**src/rtl/flag_pkg.sv**
```systemverilog
package flag_pkg;
  localparam int ID_W = 3;

  typedef enum logic [1:0] {
    SRC_OFF   = 2'd0,
    SRC_PIX   = 2'd1,
    SRC_PULSE = 2'd2,
    SRC_ID    = 2'd3
  } src_e;
endpackage

```
**src/rtl/flag_id_encode.sv**
```systemverilog
module flag_id_encode #(
  parameter int NUM_CHAN = 6,
  parameter int CH_W     = 3
) (
  input  logic [CH_W-1:0]           chan,
  output logic [flag_pkg::ID_W-1:0] code
);
  localparam int IW = flag_pkg::ID_W;
  localparam logic [CH_W:0] NCH = (CH_W+1)'(NUM_CHAN);

  logic chan_ok;

  always_comb begin
    chan_ok = ({1'b0, chan} < NCH);
    code    = chan_ok ? (IW'(chan) + IW'(1)) : '0;
  end

  // a channel in range never yields the empty code
  always_comb begin
    if (chan_ok) p_code_nonzero_r6: assert (code != '0);
  end
endmodule

```
**src/rtl/flag_trig_detect.sv**
```systemverilog
module flag_trig_detect #(
  parameter int PIX_W     = 12,
  parameter int NUM_PULSE = 8,
  parameter int PSEL_W    = 3
) (
  input  logic [PIX_W-1:0]     pix_idx,
  input  logic [PIX_W-1:0]     trig_pix,
  input  logic [NUM_PULSE-1:0] pulse_bus,
  input  logic [PSEL_W-1:0]    pulse_sel,
  output logic                 pix_hit,
  output logic                 pulse_hit
);
  localparam logic [PSEL_W:0] NP = (PSEL_W+1)'(NUM_PULSE);

  always_comb begin
    pix_hit   = (pix_idx == trig_pix);
    pulse_hit = ({1'b0, pulse_sel} < NP) ? pulse_bus[pulse_sel] : 1'b0;
  end
endmodule

```
**src/rtl/flag_slot_mux.sv**
```systemverilog
module flag_slot_mux (
  input  logic                      pix_hit,
  input  logic                      pulse_hit,
  input  logic [flag_pkg::ID_W-1:0] code,
  input  logic [1:0]                src,
  input  logic [1:0]                pick,
  output logic                      bit_out
);
  import flag_pkg::*;

  logic id_bit;

  always_comb begin
    case (pick)
      2'd0:    id_bit = code[0];
      2'd1:    id_bit = code[1];
      2'd2:    id_bit = code[2];
      default: id_bit = 1'b0;
    endcase
    case (src_e'(src))
      SRC_PIX:   bit_out = pix_hit;
      SRC_PULSE: bit_out = pulse_hit;
      SRC_ID:    bit_out = id_bit;
      default:   bit_out = 1'b0;
    endcase
  end
endmodule

```
**src/rtl/flag_out_stage.sv**
```systemverilog
module flag_out_stage #(
  parameter int W = 5
) (
  input  logic         clk,
  input  logic         rst_n,
  input  logic         in_valid,
  output logic         in_ready,
  input  logic [W-1:0] d_flags,
  output logic         out_valid,
  input  logic         out_ready,
  output logic [W-1:0] q_flags
);
  logic take;

  always_comb begin
    in_ready = !out_valid || out_ready;
    take     = in_valid && in_ready;
  end

  always_ff @(posedge clk or negedge rst_n) begin
    if (!rst_n) begin
      out_valid <= 1'b0;
      q_flags   <= '0;
    end else begin
      if (take) begin
        out_valid <= 1'b1;
        q_flags   <= d_flags;
      end else if (out_ready) begin
        out_valid <= 1'b0;
      end
    end
  end

  // accepted word shows up one cycle later
  p_load_r7: assert property (@(posedge clk) disable iff (!rst_n)
    (in_valid && in_ready) |=> (out_valid && q_flags == $past(d_flags)));

  // valid drops after a transfer with nothing new
  p_drop_r7: assert property (@(posedge clk) disable iff (!rst_n)
    (out_valid && out_ready && !in_valid) |=> !out_valid);

  // stalled word is held
  p_hold_r8: assert property (@(posedge clk) disable iff (!rst_n)
    (out_valid && !out_ready) |=> (out_valid && $stable(q_flags)));
endmodule

```
**src/rtl/flag_inserter.sv**
```systemverilog
module flag_inserter #(
  parameter int PIX_W     = 12,
  parameter int NUM_PULSE = 8,
  parameter int NUM_CHAN  = 6,
  parameter int NUM_SLOTS = 5,
  parameter int CH_W      = 3,
  parameter int PSEL_W    = $clog2(NUM_PULSE)
) (
  input  logic                   clk,
  input  logic                   rst_n,
  input  logic                   in_valid,
  output logic                   in_ready,
  input  logic [PIX_W-1:0]       pix_idx,
  input  logic [CH_W-1:0]        chan_idx,
  input  logic [NUM_PULSE-1:0]   pulse_bus,
  input  logic [PIX_W-1:0]       trig_pix,
  input  logic [PSEL_W-1:0]      pulse_sel,
  input  logic [2*NUM_SLOTS-1:0] slot_src,
  input  logic [2*NUM_SLOTS-1:0] slot_pick,
  output logic                   out_valid,
  input  logic                   out_ready,
  output logic [NUM_SLOTS-1:0]   flags
);
  localparam int IW = flag_pkg::ID_W;

  logic [IW-1:0]        code;
  logic                 pix_hit;
  logic                 pulse_hit;
  logic [NUM_SLOTS-1:0] next_flags;

  flag_id_encode #(.NUM_CHAN(NUM_CHAN), .CH_W(CH_W)) u_enc (
    .chan (chan_idx),
    .code (code)
  );

  flag_trig_detect #(.PIX_W(PIX_W), .NUM_PULSE(NUM_PULSE), .PSEL_W(PSEL_W)) u_trig (
    .pix_idx   (pix_idx),
    .trig_pix  (trig_pix),
    .pulse_bus (pulse_bus),
    .pulse_sel (pulse_sel),
    .pix_hit   (pix_hit),
    .pulse_hit (pulse_hit)
  );

  for (genvar k = 0; k < NUM_SLOTS; k++) begin : g_slot
    flag_slot_mux u_mux (
      .pix_hit   (pix_hit),
      .pulse_hit (pulse_hit),
      .code      (code),
      .src       (slot_src[2*k +: 2]),
      .pick      (slot_pick[2*k +: 2]),
      .bit_out   (next_flags[k])
    );
  end

  flag_out_stage #(.W(NUM_SLOTS)) u_out (
    .clk       (clk),
    .rst_n     (rst_n),
    .in_valid  (in_valid),
    .in_ready  (in_ready),
    .d_flags   (next_flags),
    .out_valid (out_valid),
    .out_ready (out_ready),
    .q_flags   (flags)
  );

  // all slots off gives an empty word
  p_all_off_r2: assert property (@(posedge clk) disable iff (!rst_n)
    (in_valid && in_ready && slot_src == '0) |=> (flags == '0));
endmodule

```
**config.mk**
```make
export PLATFORM = sky130hd
export DESIGN_NAME = flag_inserter
export DESIGN_NICKNAME = d
export VERILOG_FILES = /design/src/rtl/flag_pkg.sv /design/src/rtl/flag_id_encode.sv /design/src/rtl/flag_trig_detect.sv /design/src/rtl/flag_slot_mux.sv /design/src/rtl/flag_out_stage.sv /design/src/rtl/flag_inserter.sv
export SDC_FILE = /design/constraint.sdc
export NUM_CORES = 1
export LEC_CHECK = 0
export ABC_AREA = 1
export CAP_MARGIN = 20
export CORE_UTILIZATION = 37
export DETAILED_ROUTE_END_ITERATION = 8
export HOLD_SLACK_MARGIN = 0.1
export PLACE_DENSITY = 0.85
export SETUP_SLACK_MARGIN = 0.1
export SKIP_LAST_GASP = 1
export SLEW_MARGIN = 20
export SYNTH_ARGS = -nofsm -noshare
export SYNTH_HDL_FRONTEND = slang
export SYNTH_SLANG_ARGS = --single-unit
```
**constraint.sdc**
```tcl
create_clock -name clk -period 2.11 [get_ports clk]
set_input_delay 0.5275 -clock clk [delete_from_list [all_inputs] [get_ports clk]]
set_output_delay 0.5275 -clock clk [all_outputs]
set_load 0.1 [all_outputs]
```
# Word level (Yosys, flattened, before mapping)
# Cells that the tools add are included.
[classes]
addsub = 1
mul = 0
n_div = 0
magnitude_cmp = 2
n_eq_ne = 26
shift = 0
n_mux = 15
n_bitwise = 0
n_reduce_logical = 9
[ops]
columns = ["op", "count"]
rows = [
  ["2-bit == test, second input constant", 15],
  ["1-bit case mux with 3 select lines", 10],
  ["2-bit by 1-bit == test with 1-bit output, second input constant", 10],
  ["12-bit == test", 1],
  ["2-bit zero test", 5],
  ["3-bit by 4-bit < comparator with 1-bit output, second input constant", 1],
  ["3-bit by 1-bit adder with 3-bit output, second input constant", 1],
  ["1-bit binary-select mux with 3-bit select", 1],
  ["3-bit < comparator, second input constant", 1],
  ["1-bit two-way mux", 3],
  ["3-bit two-way mux", 1],
  ["2-bit nonzero test", 1],
  ["1-bit logical AND", 1],
  ["1-bit zero test", 1],
  ["1-bit logical OR", 1],
]
[word_totals]
regBits = 6
latchBits = 0
ram_bits = 0
mem_bits_ro = 0
inputBits = 62
wordCells = 55
mem_count = 0

# Depth between registers and ports, before layout
[depth]
word_depth = 4
depth_mapped = 11
ltp_nobuf = 11

# Cells and area by module
# Synthesis repeated with hierarchy kept, for this count alone.
[unflattened]
cells_unflattened = 175
hier_area_um2 = 889.6
[modules_own_cells]
columns = ["mod", "instances", "cells_per_inst", "area_each_um2", "seq_area_each_um2"]
rows = [
  ["flag_slot_mux", 5, 16, 66.3, 0.0],
  ["flag_trig_detect", 1, 60, 267.8, 0.0],
  ["flag_out_stage", 1, 25, 242.7, 150.1],
  ["flag_id_encode", 1, 10, 47.5, 0.0],
]

# Worst setup path after synthesis
# OpenSTA, ideal clock, no wires.
[synth_path]
path_type = "register to register"
start = "register u_out.out_valid"
end = "register u_out.q_flags[3]"
arrival_ns = 2.539
t_required_ns = 1.990
setup_slack_ns = -0.549
stages_incl_launch_ff = 8
path_buffers = 0
cell_sequence = "dfrtp_1 nand2_1 nand2_1 bufinv_8 nand2_1 nor2_1 nand2_1 nand2_1"
[synth_via]
elab_chain_cells = 3
[synth_rtl]
columns = ["element", "line_no", "text"]
rows = [
  ["from (decl)", "flag_out_stage.sv:9", "output logic out_valid,"],
  ["from (signal assigned)", "flag_out_stage.sv:22", "out_valid <= 1'b0;"],
  ["from (signal assigned)", "flag_out_stage.sv:26", "out_valid <= 1'b1;"],
  ["from (signal assigned)", "flag_out_stage.sv:29", "out_valid <= 1'b0;"],
  ["1-bit zero test", "flag_out_stage.sv:16", "in_ready = !out_valid || out_ready;"],
  ["1-bit logical OR", "flag_out_stage.sv:16", ""],
  ["named net in_ready", "flag_inserter.sv:12", "output logic in_ready,"],
  ["1-bit logical AND", "flag_out_stage.sv:17", "take = in_valid && in_ready;"],
  ["to (signal assigned)", "flag_out_stage.sv:27", "q_flags <= d_flags;"],
  ["to (decl)", "flag_out_stage.sv:11", "output logic [W-1:0] q_flags"],
]
# The timed path passes the listed nets, and every way through them passes these cells.
# A chain may end at the register's enable or synchronous reset.

# Worst setup path in the final report
[layout_path]
start = "input out_ready"
end = "output in_ready"
[layout_via]
elab_chain_cells = 1
[layout_rtl]
columns = ["element", "line_no", "text"]
rows = [
  ["from (decl)", "flag_inserter.sv:21", "input logic out_ready,"],
  ["1-bit logical OR", "flag_out_stage.sv:16", ""],
  ["to (decl)", "flag_inserter.sv:12", ""],
]
# No other way between the ends.

==> flow_summary.yaml <==
synth:
  yosys.area_share.xor_xnor_pct: 9.524
  synth_compound_area_share_pct: 0.5442
  ys_types: 17
  avgSynthCellArea_um2: 5.410
  synth_top_family_by_area: "simple AND/OR/NAND/NOR gates"
  synth_fa_ha_area_share_pct: 1.361
  muxShareOfSynthArea_pct: 0
  yosysSeqAreaShare_pct: 16.33
  synth.cell_area_um2: 919.6
  synth_seq_cells: 6
  synthSimpleGateAreaFrac_pct: 56.05
  yosysWarnings: 0
  synth_fp_nets: 233
  synth_cells: 170
min_path:
  hold_class: "flip-flop to flip-flop"
place:
  dp_hpwl_mm: 2.128
  io_buffers: 68
  dp.cells: 267
  place.gp.congestion: 0.8137
clock_network:
  cts.path.max_buffers: 2
  clock-sinks: 6
  clk_latency_ps: 250
  post_cts_buffers: 0
  clock-root-buffer: "clkbuf_4"
  htreeDepth: 1
  cts_resized: 0
  cts_hold_buf: 0
  tritoncts: "built"
  path_clk_slew_ps: 40
  numCtsBuffers: 3
global_route:
  antenna_found_initial: 0
  grt_overflow: 0
  grt_start_max_net_pins: 8
  grt_use_total_pct: 19.77
  grt_pass1_wl_mm: 4.167
  grt_pass1_vias: 1146
setup_path:
  path_max_fanout: 3
  slowest_delay_ps: 450
  start_kind: "primary input"
  path_cells: "clkdlybuf4s50_1 > inv_1 > nand2_2 > buf_12"
  crit_path_end_kind: "output pin"
  cp.buffers_inverters: 3
  worstPathArrival_ps: 1300
  crit_family: "buffers and inverters"
  cp_slowest_cell: "clkdlybuf4s50_1"
  path_class: "primary input to output pin"
  reg2reg_slack_ps: 1020
  crit_required_ps: 1580
layout:
  synthToLayoutAreaGrowth_pct: 81.36
  drive_above_1_share_pct: 9.465
  multi_input_area_um2: 623.1
  n_fill_cell: 200
  final_cell_mix: "nand2_1, clkdlybuf4s50_1, inv_1"
  regArea_um2: 151.4
  mostFrequentLayoutCell: "nand2_1"
  diodes: 0
  stdcell_count: 271
  nets: 307
  final_core_util_pct: 73.28
drt:
  initialDrtViolationCount: 16
  avgViaCountPerCell: 4.546
  drc_errors: 0
  drt_pass1_iterations: 4
  ant_nets: 0
  wl_mm: 2.486
  vias: 1232
  wl_per_cell_um: 9.173
floorplanning:
  die_w_um: 51.86
  die-area_mm2: 0.002689
  io_pins: 69
  die_y_um: 51.86
  start_util_pct: 40.41
  std_cell_rows: 17
  core_area_mm2: 0.002276
run_status:
  status: "complete, no violations"
sta:
  slew-limit-headroom_pct: 81.22
  period_minus_slack_ps: 1829
  hold_violations: 0
  rsz0062_at_grt: "no"
  tns_ps: 0
  min_period_over_period_pct: 86.70
  slew_viol_final: 0
  worst_pin_slew_ps: 280.9
  skew_ps: 11.67
  fmaxAchievable_ghz: 0.5466
  setup_viol: 0
pwr:
  p_per_area_mw_per_mm2: 410.2
  vdd_drop_max_uv: 485.6
  p_leak_nw: 0.8775
  finalPower_uw: 684.2
job:
  cap_viol_max_count: 0
## cell usage after synthesis (all sizes together)
cell    instances  area (um^2)
bufinv          1        17.52
dfrtp           6        150.1
ha              1        12.51
inv            35        131.4
nand2          70        262.8
nand3           9        55.05
nand3b          5        37.54
nand4          10        62.56
nor2           18        75.07
nor3            2        10.01
o21ai           1        5.000
or2             2        12.52
xnor2          10        87.58
## area by class of cell
class                           count  area share (%)
Clock buffer                        4           1.575
Inverter                           36           8.927
Multi-Input combinational cell    128           37.36
Sequential cell                     6           9.077
Tap cell                           28           2.101
Timing Repair Buffer               69           40.96
## cell families (layout without fill, tap and decap cells)
group / Yosys count / in the layout
compound gates: 1 / 1
xor+xnor: 10 / 10
fa+ha+maj: 1 / 1
buf+inv: 36 / 109
flops: 6 / 6
simple gates: 116 / 116
## where the power goes
group	internal [mW]	switching [mW]	total, mW
Clock	0.0719	0.0464	0.118
Combinational	0.186	0.240	0.426
Sequential	0.131	0.00887	0.140
## stage by stage
step                      hold WS [ps]  cell area, um^2  setup WS (ps)
after global routing             513.1             1668          187.0
after floorplan                  231.9            923.4          175.7
after detailed placement         475.1             1642          81.50
final                            484.8             1668          280.6
after global placement           466.8             1642          131.3
after CTS                        486.4             1668          283.5
## sequential cells by signal, summed over array words and instances, names as in the netlist
name and flops:
u_out.q_flags 5, u_out.out_valid 1
## tightest hold or removal path, stage by stage, from the launching register on
cell and delay, ps:
dfrtp_1 340, nand2_1 50, nand2_1 60
## layer usage
layer | vias to the layer above | routed length [um] | track usage, %
met5 | - | 0 | 0
met4 | 0 | 29 | 3.153
met3 | 4 | 169 | 4.386
met2 | 49 | 1179 | 35.68
met1 | 518 | 1108 | 23.89
li1 | 661 | - | -
## path summary, 6_finish.rpt
check | startpoint | to | cells past startpoint
setup / recovery | out_ready | in_ready | 4
hold / removal | u_out.q_flags[1] | u_out.q_flags[1] | 2
setup reg to reg | u_out.out_valid | u_out.q_flags[3] | 7
hold reg to reg | u_out.q_flags[1] | u_out.q_flags[1] | 2
max in group asynchronous | rst_n | u_out.out_valid | 1
min in group asynchronous | rst_n | u_out.q_flags[3] | 1
(Power assumes the default switching activity.)
